File: src/rtl/fll_pkg.sv
package fll_pkg;
    localparam int unsigned INTEG_W   = 10;
    localparam int unsigned TAP_W     = 5;
    localparam int unsigned MULT_W    = 7;
    localparam int unsigned DSEL_W    = 2;
    localparam int unsigned TAP_LAST  = 28;

    function automatic int unsigned prescale_factor(input int unsigned sel);
        return 32'd1 << sel;
    endfunction
endpackage

File: src/rtl/fll_refsync.sv
module fll_refsync #(
    parameter int unsigned STAGES = 2
) (
    input  logic clk,
    input  logic rst_n,
    input  logic ref_async,
    output logic rise_evt
);
    localparam int unsigned SH_W = STAGES + 1;

    typedef struct packed {
        logic [SH_W-1:0] sh;
    } sync_t;

    sync_t st_d, st_q;

    always_comb begin
        st_d    = st_q;
        st_d.sh = {st_q.sh[SH_W-2:0], ref_async};
    end

    always_ff @(posedge clk or negedge rst_n) begin
        if (!rst_n) st_q <= '0;
        else        st_q <= st_d;
    end

    assign rise_evt = st_q.sh[SH_W-2] & ~st_q.sh[SH_W-1];
endmodule

File: src/rtl/fll_fbdiv.sv
module fll_fbdiv #(
    parameter int unsigned MULT_W = 7,
    parameter int unsigned DSEL_W = 2
) (
    input  logic              clk,
    input  logic              rst_n,
    input  logic [DSEL_W-1:0] div_sel,
    input  logic [MULT_W-1:0] mult_n,
    output logic              fall_evt
);
    localparam int unsigned PRE_W = (1 << DSEL_W) - 1;

    typedef struct packed {
        logic [PRE_W-1:0]  pre;
        logic [MULT_W-1:0] cnt;
        logic              evt;
    } div_t;

    div_t st_d, st_q;
    logic [PRE_W-1:0] pre_lim;
    logic             pre_wrap;

    always_comb begin
        pre_lim  = PRE_W'(fll_pkg::prescale_factor(32'(div_sel)) - 32'd1);
        pre_wrap = (st_q.pre >= pre_lim);
        st_d     = st_q;
        st_d.evt = 1'b0;
        if (pre_wrap) begin
            st_d.pre = '0;
            if (st_q.cnt >= mult_n) begin
                st_d.cnt = '0;
                st_d.evt = 1'b1;
            end else begin
                st_d.cnt = st_q.cnt + 1'b1;
            end
        end else begin
            st_d.pre = st_q.pre + 1'b1;
        end
    end

    always_ff @(posedge clk or negedge rst_n) begin
        if (!rst_n) st_q <= '0;
        else        st_q <= st_d;
    end

    assign fall_evt = st_q.evt;
endmodule

File: src/rtl/fll_accum.sv
module fll_accum #(
    parameter int unsigned W    = 10,
    parameter int unsigned INIT = 512
) (
    input  logic         clk,
    input  logic         rst_n,
    input  logic         inc,
    input  logic         dec,
    output logic [W-1:0] value
);
    localparam logic [W-1:0] TOP = '1;

    typedef struct packed {
        logic [W-1:0] val;
    } acc_t;

    acc_t st_d, st_q;

    always_comb begin
        st_d = st_q;
        unique case ({inc, dec})
            2'b10: if (st_q.val != TOP) st_d.val = st_q.val + 1'b1;
            2'b01: if (st_q.val != '0)  st_d.val = st_q.val - 1'b1;
            default: st_d.val = st_q.val;
        endcase
    end

    always_ff @(posedge clk or negedge rst_n) begin
        if (!rst_n) st_q.val <= W'(INIT);
        else        st_q     <= st_d;
    end

    assign value = st_q.val;
endmodule

File: src/rtl/fll_mixer.sv
module fll_mixer #(
    parameter int unsigned W        = 10,
    parameter int unsigned TAP_W    = 5,
    parameter int unsigned TAP_LAST = 28
) (
    input  logic             clk,
    input  logic             rst_n,
    input  logic [W-1:0]     value,
    input  logic             mix_off,
    output logic [TAP_W-1:0] tap_code,
    output logic [TAP_W-1:0] frac_code,
    output logic [TAP_W-1:0] dco_tap
);
    localparam int unsigned FR_W = W - TAP_W;
    localparam logic [TAP_W-1:0] LAST = TAP_W'(TAP_LAST);

    typedef struct packed {
        logic [FR_W-1:0] phase;
    } mix_t;

    mix_t st_d, st_q;
    logic [TAP_W-1:0] raw_tap;
    logic [FR_W-1:0]  frac;
    logic [TAP_W-1:0] base;
    logic             use_next;

    always_comb begin
        st_d       = st_q;
        st_d.phase = st_q.phase + 1'b1;
    end

    always_ff @(posedge clk or negedge rst_n) begin
        if (!rst_n) st_q <= '0;
        else        st_q <= st_d;
    end

    always_comb begin
        raw_tap  = value[W-1 -: TAP_W];
        frac     = value[FR_W-1:0];
        base     = (raw_tap > LAST) ? LAST : raw_tap;
        use_next = !mix_off && (frac > st_q.phase) && (base < LAST);
        dco_tap  = use_next ? base + 1'b1 : base;
    end

    assign tap_code  = base;
    assign frac_code = TAP_W'(frac);
endmodule

File: src/rtl/fll_integrator_core.sv
module fll_integrator_core #(
    parameter int unsigned INTEG_W     = fll_pkg::INTEG_W,
    parameter int unsigned TAP_W       = fll_pkg::TAP_W,
    parameter int unsigned MULT_W      = fll_pkg::MULT_W,
    parameter int unsigned DSEL_W      = fll_pkg::DSEL_W,
    parameter int unsigned TAP_LAST    = fll_pkg::TAP_LAST,
    parameter int unsigned SYNC_STAGES = 2
) (
    input  logic               clk,
    input  logic               rst_n,
    input  logic               ref_clk_in,
    input  logic [DSEL_W-1:0]  div_sel,
    input  logic [MULT_W-1:0]  mult_n,
    input  logic               mix_off,
    output logic [INTEG_W-1:0] integ_value,
    output logic [TAP_W-1:0]   tap_code,
    output logic [TAP_W-1:0]   frac_code,
    output logic [TAP_W-1:0]   dco_tap
);
    localparam int unsigned MID = 1 << (INTEG_W - 1);

    logic up_evt;
    logic down_evt;

    fll_refsync #(.STAGES(SYNC_STAGES)) u_sync (
        .clk      (clk),
        .rst_n    (rst_n),
        .ref_async(ref_clk_in),
        .rise_evt (up_evt)
    );

    fll_fbdiv #(.MULT_W(MULT_W), .DSEL_W(DSEL_W)) u_div (
        .clk     (clk),
        .rst_n   (rst_n),
        .div_sel (div_sel),
        .mult_n  (mult_n),
        .fall_evt(down_evt)
    );

    fll_accum #(.W(INTEG_W), .INIT(MID)) u_acc (
        .clk  (clk),
        .rst_n(rst_n),
        .inc  (up_evt),
        .dec  (down_evt),
        .value(integ_value)
    );

    fll_mixer #(.W(INTEG_W), .TAP_W(TAP_W), .TAP_LAST(TAP_LAST)) u_mix (
        .clk      (clk),
        .rst_n    (rst_n),
        .value    (integ_value),
        .mix_off  (mix_off),
        .tap_code (tap_code),
        .frac_code(frac_code),
        .dco_tap  (dco_tap)
    );
endmodule

File: config.mk
export PLATFORM = sky130hd
export DESIGN_NAME = fll_integrator_core
export DESIGN_NICKNAME = d
export VERILOG_FILES = /design/src/rtl/fll_pkg.sv /design/src/rtl/fll_refsync.sv /design/src/rtl/fll_fbdiv.sv /design/src/rtl/fll_accum.sv /design/src/rtl/fll_mixer.sv /design/src/rtl/fll_integrator_core.sv
export SDC_FILE = /design/constraint.sdc
export NUM_CORES = 1
export LEC_CHECK = 0
export BUFFER_PORTS_ARGS = -buffer_cell sky130_fd_sc_hd__buf_2
export CAP_MARGIN = 20
export CORE_UTILIZATION = 61
export CTS_CLUSTER_SIZE = 40
export DETAILED_ROUTE_END_ITERATION = 6
export PLACE_DENSITY = 0.95
export SLEW_MARGIN = 10
export SYNTH_ARGS = -nofsm -noshare
export SYNTH_HDL_FRONTEND = slang
export SYNTH_SLANG_ARGS = --single-unit
File: constraint.sdc
create_clock -name clk -period 5.5 [get_ports clk]
set_clock_uncertainty 0.2 [all_clocks]
set_input_delay 1.1 -clock clk [delete_from_list [all_inputs] [get_ports clk]]
set_output_delay 1.1 -clock clk [all_outputs]
set_load 0.005 [all_outputs]
==> results of run 1 <==
sequential cells by signal (all words and copies together), names as in the netlist:
signal / cells
u_acc.value: 10
u_div.fall_evt: 1
u_div.st_q: 10
u_mix.st_q: 5
u_sync.st_q: 3
worst max-delay path: stages (launching register included):
cell and delay [ns]:
dfrtp_1 0.55, ha_1 0.37, nor2b_1 0.15, o21a_1 0.12, o21bai_1 0.06, a21oi_1 0.37, mux2_2 0.39, buf_2 0.12
kinds of logic after synthesis:
family,count (synthesis),synth area share (%)
buf+inv,40,8.13
mux,6,3.09
compound gates,51,15.9
fa+ha+maj,23,13.2
flops,29,33.3
xor+xnor,18,7.22
simple gates,78,19.2
per-stage QoR:
| step | area (um^2) | util, % |
|---|---|---|
| 4_1_cts | 2420 | 71.3 |
| 6_report | 2420 | 71.3 |
| 3_3_place_gp | 2330 | 68.8 |
| 2_1_floorplan | 2180 | - |
| 3_5_place_dp | 2330 | 68.8 |
| 5_1_grt | 2420 | 71.3 |
how the worst min path moves through the flow:
stage,startpoint,depth (start not counted),slack (ns),end
final,u_sync.st_q[0]$_DFF_PN0_,0,0.16,u_sync.st_q[1]$_DFF_PN0_
after global placement,u_sync.st_q[0]$_DFF_PN0_,0,0.13,u_sync.st_q[1]$_DFF_PN0_
after detailed placement,u_sync.st_q[0]$_DFF_PN0_,0,0.14,u_sync.st_q[1]$_DFF_PN0_
after global routing,u_sync.st_q[0]$_DFF_PN0_,0,0.17,u_sync.st_q[1]$_DFF_PN0_
after floorplan,u_sync.st_q[0]$_DFF_PN0_,0,0.13,u_sync.st_q[1]$_DFF_PN0_
after CTS,u_sync.st_q[0]$_DFF_PN0_,0,0.16,u_sync.st_q[1]$_DFF_PN0_
layout make-up:
type                            count  area (um^2)  share of cell area [%]
Inverter                           22         82.6                    3.42
Clock buffer                        7         55.1                    2.28
Timing Repair Buffer               37          185                    7.66
Clock inverter                      1         30.0                    1.24
Sequential cell                    29          727                    30.1
Tap cell                           46         57.6                    2.38
Multi-Input combinational cell    176         1280                    53.0
synthesized netlist by cell type, drive strengths merged (2+ instances only):
| master | number | area (um^2) |
|---|---|---|
| a211oi | 2 | 15.0 |
| a21o | 3 | 22.5 |
| a21oi | 13 | 65.1 |
| a22o | 3 | 26.3 |
| a31oi | 4 | 25.0 |
| and2 | 3 | 18.8 |
| and3 | 2 | 12.5 |
| buf | 7 | 53.8 |
| clkbuf | 11 | 41.3 |
| dfrtp | 28 | 701 |
| ha | 23 | 288 |
| inv | 22 | 82.6 |
| mux2 | 3 | 37.5 |
| mux2i | 3 | 30.0 |
| nand2 | 15 | 58.8 |
| nand2b | 6 | 37.5 |
| nand3 | 12 | 60.1 |
| nand4 | 2 | 12.5 |
| nor2 | 17 | 63.8 |
| nor2b | 5 | 31.3 |
| nor3 | 5 | 25.0 |
| nor4 | 2 | 27.5 |
| o211ai | 3 | 22.5 |
| o21ai | 12 | 71.3 |
| or3 | 2 | 12.5 |
| xnor2 | 8 | 70.1 |
| xor2 | 10 | 87.6 |
report_power, final:
part	internal (mW)	switching, mW
sequential	0.285	0.170
combinational	0.293	0.300
clock	0.109	0.0741
layer usage:
| metal | vias up | GRT usage [%] | wire length, um |
|---|---|---|---|
| li1 | 903 | - | - |
| met5 | - | 0 | 0 |
| met3 | 14 | 5.80 | 324 |
| met4 | 0 | 9.52 | 84 |
| met2 | 99 | 45.2 | 2180 |
| met1 | 856 | 32.9 | 1880 |
==> flow_summary.toml, run 1 <==
[drt]
postRouteAntennaNets = 0
wirelength_mm = 4.47
vias_per_cell = 5.89
wl_per_cell_um = 14.1
vias = 1872
drc = 0
drtIter0Drc = 216
dr.pass1.iters = 6

[synthesis]
syn_nets = 281
synth.distinct_cells = 52
ys_ff_latch = 29
ys.flop_type = "dfrtp_1"
synth_area_um2 = 2180
synthCells = 245
synth_edf_count = 0
avgSynthCellArea_um2 = 8.92
synthArstFlopShare_pct = 100
ys_warn_count = 0
yosysSeqAreaShare_pct = 33.3

[min_path]
hold_class = "flop to flop"

[sta]
grt_setup_unrepaired = "no"
setup_viol = 0
hold_ws_ns = 0.160
tightestPinTransition_ns = 0.786
final.setup.tns_ns = 0
relSlewSlack_pct = 47.2
setup_slack_ns = 1.74
hold_violations = 0
finalCritPeriodShare_pct = 68.4
clock.fmax_mhz = 266
maxSlewViolCount = 0
fin_crit_ns = 3.76

[die]
initial_core_util_pct = 64.5
die_w_um = 61.8
die_area_um2 = 3820
io_pins = 38
rows = 21
core_area_um2 = 3390
die_h_um = 61.8

[placed_design]
gp_congestion = 0.890
dpl_worst_slack_ns = 1.89
io_buffer_count = 37
place_hpwl_mm = 3.19
placed_cells = 310

[critical_path]
reg2reg_depth = 9
crit_path_end = "dco_tap[1]"
rr_endpoint = "u_acc.value[8]$_DFFE_PN0P_"
start_kind = "flop"
arrival_ns = 2.46
regToRegSetupSlack_ns = 2.60
required_ns = 4.20
crit_path_max_fanout = 14
worstReg2RegStart = "u_sync.st_q[1]$_DFF_PN0_"
end_kind = "output pin"
critPathLaunch = "u_acc.value[1]$_DFFE_PN0P_"
setup.worst_path.class = "flop to output pin"

[flow_run]
maxCapViolCount = 0

[clock_network]
cts_sinks = 29
cts_buffer_depth = 2
insertion_delay_ns = 0.32
cts_root_buffer = "clkbuf_4"
cts_tree = "built"
clkSlewWorstSetupHoldPaths_ns = 0.09
cts_resized = 0
post_cts_buffers = 0
holdBufCountCts = 0
cts_buffers = 5
cts_htree_levels = 2

[layout]
insertedDiodeCount = 0
mostFrequentLayoutCells = "37 x buf_2, 28 x dfrtp_1, 23 x ha_1, 22 x inv_1, 17 x nor2_1"
final_common_cell = "buf_2"
layout.nets = 307
drive_above_1_share_pct = 20.2
instances_no_fill = 318
nFillCells = 261
area_delta_synth_final_pct = 10.7

[power]
p_leak_nw = 1.18
powerDensity_nw_per_um2 = 509
p_total_mw = 1.23
irDropWorstVdd_v = 0.000269

[grt]
grt-ovfl-total = 0
grt_pass1_wl_mm = 7.27
grt_use_total_pct = 26.4
antenna_found_initial = 0
grt_pass1_vias = 1645
grt_start_max_net_pins = 30

[run_status]
status = "complete, no violations"
Power figures use the tool's default switching activity.
==> run 2: changes to the inputs <==
- ABC_AREA: default -> 1
- CORE_UTILIZATION: 61 -> 51
- PLACE_DENSITY: 0.95 -> 0.85
- clock period: 5.5 -> 3.3 ns (I/O delays scaled with it)
==> run 2 against run 1 <==
  * Cell count is 26% higher
  * Synthesized cell count is 29% higher
  * Area after synthesis is 6.9% higher
  * Critical endpoint is now dco_tap[4]
==> flow_summary.toml, run 2 <==
[placed_design]
place_hpwl_mm = 3.58
placed_cells = 393
gp_congestion = 0.927
io_buffer_count = 37

[drt]
postRouteAntennaNets = 0
dr.pass1.iters = 4
vias = 2044
drtIter0Drc = 118
wirelength_mm = 4.69
vias_per_cell = 5.10
drc = 0
wl_per_cell_um = 11.7

[grt]
grt_pass1_vias = 1873
grt-ovfl-total = 0
met1_usage_pct = 28.9
grt_use_total_pct = 21.2
met3_usage_pct = 5.09
grt_start_max_net_pins = 30
grt_pass1_wl_mm = 8.28
grt_util_met2_pct = 33.2
antenna_found_initial = 0
grt.busiest_layer = "met2"

[clock_network]
cts_tree = "built"
post_cts_buffers = 0
cts_sinks = 29
insertion_delay_ns = 0.28
cts_root_buffer = "clkbuf_8"
cts_buffer_depth = 2
cts_htree_levels = 2
holdBufCountCts = 0
clkSlewWorstSetupHoldPaths_ns = 0.07
cts_resized = 0
cts_buffers = 5

[sta]
grt_setup_unrepaired = "no"
maxSlewViolCount = 0
clock.fmax_mhz = 348
finalCritPeriodShare_pct = 87.0
relSlewSlack_pct = 56.2
hold_violations = 0
hold_ws_ns = 0.152
final.setup.tns_ns = 0
tightestPinTransition_ns = 0.657
fin_crit_ns = 2.87
setup_viol = 0

[layout]
area_delta_synth_final_pct = 10.2
insertedDiodeCount = 0
layout.nets = 384
final_common_cell = "nand2_1"
instances_no_fill = 401
mostFrequentLayoutCells = "79 x nand2_1, 51 x inv_1, 37 x buf_2, 28 x dfrtp_1, 23 x ha_1"
drive_above_1_share_pct = 20.3

[synthesis]
yosys.area.top_type = "dfrtp_1"
avgSynthCellArea_um2 = 7.37
synthArstFlopShare_pct = 100
yosysSeqAreaShare_pct = 31.1
syn_nets = 353
synth.distinct_cells = 30
ys.flop_type = "dfrtp_1"
synthCells = 317
ys_warn_count = 0
ys_top_cells_by_count = "79 x nand2_1, 51 x inv_1, 28 x dfrtp_1"
ys_ff_latch = 29
synth.most_common_cell = "nand2_1"
synth_top_area_share_pct = 30.0
yosys-top-cells-area = "dfrtp_1 30%, nand2_1 13%, ha_1 12%"
synth_edf_count = 0
synth_area_um2 = 2340

[critical_path]
end_kind = "output pin"
cpMaxStageDelayCell = "dfrtp_1"
setup.worst_path.class = "flop to output pin"
rr_endpoint = "u_acc.value[8]$_DFFE_PN0P_"
path_buf_inv = 2
path_delay_family = "flip-flops"
regToRegSetupSlack_ns = 0.61
arrival_ns = 2.01
crit_top_cell = "nand3_1"
required_ns = 2.44
worst_path_largest_cell_delay_ns = 0.48
worstPathCellList = "ha_1, nand2_1, inv_1, nand3_1, o211ai_1, nand3_1, o21ai_0, buf_2"
worstReg2RegStart = "u_sync.st_q[1]$_DFF_PN0_"
crit_path_max_fanout = 8
start_kind = "flop"
reg2reg_depth = 16

[die]
die_h_um = 69.7
rows = 24
core_area_um2 = 4380
io_pins = 38
initial_core_util_pct = 53.3
die_area_um2 = 4860
die_w_um = 69.7

[power]
irDropWorstVdd_v = 0.000337
p_leak_nw = 1.44
powerDensity_nw_per_um2 = 745

[flow_run]
maxCapViolCount = 0

[min_path]
min_from = "u_sync.st_q[0]$_DFF_PN0_"
hold-path-cell-count = 0
hold_class = "flop to flop"
whs_endpoint = "u_sync.st_q[1]$_DFF_PN0_"

[run_status]
status = "complete, no violations"
## run 2: changes by cell type after synthesis, sizes merged, moves of 5 or more
| cell | before | now |
|---|---|---|
| xnor2 | 8 | 3 |
| nand3 | 12 | 21 |
| clkbuf | 11 | 3 |
| nand2 | 15 | 86 |
| nor2 | 17 | 29 |
| nor2b | 5 | 0 |
| inv | 22 | 54 |
| nand4 | 2 | 9 |
| nand2b | 6 | 0 |
## run 2: layout make-up
class	instances	area [um^2]
clock inverters	3	17.5
multi-input cells	220	1300
inverters	54	203
flip-flops and latches	29	727
fillers	383	1810
well taps	52	65.1
clock buffers	5	68.8
repair buffers	38	193
## run 2: per-layer routing
| layer | vias up | part of all wire (%) |
|---|---|---|
| met4 | 0 | 1.0 |
| met2 | 57 | 46 |
| met1 | 923 | 47 |
| met5 | - | 0 |
| met3 | 6 | 5.4 |
| li1 | 1058 | - |
## run 2: kinds of logic (layout without fill, tap and decap cells)
| group | after synthesis | after routing | synth area share, % |
|---|---|---|---|
| AO/OA/AOI/OAI | 26 | 26 | 5.95 |
| XOR/XNOR | 17 | 17 | 6.37 |
| adder cells (fa/ha/maj) | 23 | 23 | 12.3 |
| buffers and inverters | 68 | 100 | 13.2 |
| flip-flops | 29 | 29 | 31.1 |
| AND/OR/NAND/NOR | 154 | 154 | 31.0 |
## run 2: stage by stage
step	area, um^2	power [mW]	worst slack (ns)	util [%]
after detailed placement	2490	1.63	0.675	56.7
after global routing	2570	2.10	0.190	58.7
after CTS	2570	1.92	0.416	58.7
after global placement	2490	1.59	0.736	56.7
after floorplan	2340	1.38	0.980	-
final	2570	1.92	0.430	58.7
## run 2: worst max-delay path by stage
| stage | cells past startpoint | slack (ns) | from | endpoint |
|---|---|---|---|---|
| floorplan | 7 | 0.98 | u_acc.value[4]$_DFFE_PN0P_ | dco_tap[4] |
| global placement | 8 | 0.74 | u_acc.value[4]$_DFFE_PN0P_ | dco_tap[4] |
| detailed placement | 16 | 0.67 | u_sync.st_q[1]$_DFF_PN0_ | u_acc.value[8]$_DFFE_PN0P_ |
| CTS | 8 | 0.42 | u_acc.value[4]$_DFFE_PN0P_ | dco_tap[4] |
| global route | 8 | 0.19 | u_acc.value[4]$_DFFE_PN0P_ | dco_tap[4] |
| finish | 8 | 0.43 | u_acc.value[4]$_DFFE_PN0P_ | dco_tap[4] |
## run 2: power breakdown
part / switching [mW] / internal (mW)
Combinational: 0.592 / 0.412
Clock: 0.137 / 0.145
Sequential: 0.168 / 0.464
## run 2: worst reg2reg max path, cell delays in order (launching register included)
cell and delay [ns]:
dfrtp_1 0.37, inv_1 0.06, nor2_1 0.05, inv_1 0.07, ha_1 0.57, nand2_1 0.10
inv_1 0.12, nor2_4 0.04, ha_1 0.18, a21oi_1 0.21, inv_1 0.07, nand3_1 0.07
nand3_1 0.13, nand2_1 0.13, nand3b_1 0.08, nand3_1 0.08, nand2_1 0.04
==> run 3: changes to the inputs <==
- CORE_UTILIZATION: 51 -> 50
- PLACE_DENSITY: 0.85 -> 0.84
==> run 3 against run 2 <==
  * Cell count stayed put
  * Register-to-register slack better by 0.09 ns
  * Critical path depth stayed put
  * Non-clock buffer count stayed put
  * Sequential power is 0.8% lower
  * First-iteration DRC count is 42% higher
  * Largest power group unchanged
==> flow_summary.toml, run 3 (synthesized netlist as in run 2, its figures left out) <==
[layout]
area_delta_synth_final_pct = 11.5
final_cell_area_um2 = 2600
final_common_cell = "nand2_1"
layout.area.seq_um2 = 727
layout.nets = 384
nFillCells = 416
multi_input_area_um2 = 1300
mostFrequentLayoutCells = "79 x nand2_1, 51 x inv_1, 37 x buf_2, 28 x dfrtp_1, 23 x ha_1"
insertedDiodeCount = 0
drive_above_1_share_pct = 20.1
fin_util_pct = 59.0

[die]
rows = 24
die_w_um = 70.4
initial_core_util_pct = 52.9
die_h_um = 70.4
die_area_um2 = 4950
io_pins = 38
core_area_um2 = 4410

[sta]
setup_viol = 0
hold_violations = 0
fin_crit_ns = 2.80
grt_setup_unrepaired = "no"
clock.fmax_mhz = 357
hold_ws_ns = 0.153
relSlewSlack_pct = 57.9
maxSlewViolCount = 0
finalCritPeriodShare_pct = 84.9
final.setup.tns_ns = 0
setup_slack_ns = 0.497
tightestPinTransition_ns = 0.631

[clock_network]
cts_buffers = 5
cts_buffer_depth = 2
post_cts_buffers = 0
cts_sinks = 29
holdBufCountCts = 0
cts_htree_levels = 2
clkSlewWorstSetupHoldPaths_ns = 0.06
cts_tree = "built"
insertion_delay_ns = 0.27
cts_root_buffer = "clkbuf_8"
cts_resized = 0

[grt]
grt_use_total_pct = 20.7
grt_pass1_vias = 1938
grt_pass1_wl_mm = 8.26
antenna_found_initial = 0
grt_start_max_net_pins = 30
grt-ovfl-total = 0

[drt]
drtIter0Drc = 168
wirelength_mm = 4.46
vias = 2051
dr.pass1.iters = 4
postRouteAntennaNets = 0
drc = 0
vias_per_cell = 5.11
wl_per_cell_um = 11.1

[run_status]
status = "complete, no violations"

[power]
powerDensity_nw_per_um2 = 764
irDropWorstVdd_v = 0.000373
p_leak_nw = 1.45

[critical_path]
start_kind = "flop"
end_kind = "output pin"
required_ns = 2.44
setup.worst_path.class = "flop to output pin"
arrival_ns = 1.94
crit_path_max_fanout = 8

[flow_run]
maxCapViolCount = 0

[placed_design]
gp_congestion = 0.918
place_area_um2 = 2490
dpl_worst_slack_ns = 0.704
place_hpwl_mm = 3.47
io_buffer_count = 37

[min_path]
hold_class = "flop to flop"
## run 3: worst paths after layout
| kind | start | to | slack, ns | cells after the start |
|---|---|---|---|---|
| worst max-delay path | u_acc.value[4]$_DFFE_PN0P_ | dco_tap[4] | 0.50 | 8 |
| worst min-delay path | u_sync.st_q[0]$_DFF_PN0_ | u_sync.st_q[1]$_DFF_PN0_ | 0.15 | 0 |
| worst max register to register | u_sync.st_q[1]$_DFF_PN0_ | u_acc.value[8]$_DFFE_PN0P_ | 0.70 | 16 |
| worst min register to register | u_sync.st_q[0]$_DFF_PN0_ | u_sync.st_q[1]$_DFF_PN0_ | 0.15 | 0 |
| max in group asynchronous | rst_n | u_acc.value[5]$_DFFE_PN0P_ | 2.28 | 1 |
| min in group asynchronous | rst_n | u_mix.st_q[2]$_DFF_PN0_ | 0.20 | 1 |
## run 3: through the flow
step	std cells	power, mW
after global routing	401	2.19
after global placement	393	1.58
final	401	1.99
after floorplan	317	1.38
after CTS	401	2.01
after detailed placement	393	1.62
## run 3: critical path, stage by stage (launching register included)
cell and delay (ns):
dfrtp_1 0.47, ha_1 0.34, nand2_1 0.06, inv_1 0.06
nand3_1 0.08, o211ai_1 0.24, nand3_1 0.14, o21ai_0 0.16
buf_2 0.13
## run 3: where the power goes
group	leakage, nW	internal, mW	switching (mW)
Combinational	1.02	0.409	0.577
Clock	0.0585	0.246	0.130
Sequential	0.366	0.464	0.163
Total	1.45	1.12	0.870
## run 3: layer usage
metal	track usage, %	routed length, um
met4	6.89	46
met5	0	0
met2	35.3	2170
met3	3.90	155
met1	26.1	2090
## run 3: final cells by class
class,count,area share [%]
tap,52,2.50
clock inverter,1,1.15
timing repair buffer,38,7.40
sequential,29,27.9
multi-input combinational,220,49.9
inverter,54,7.78
clock buffer,7,3.32
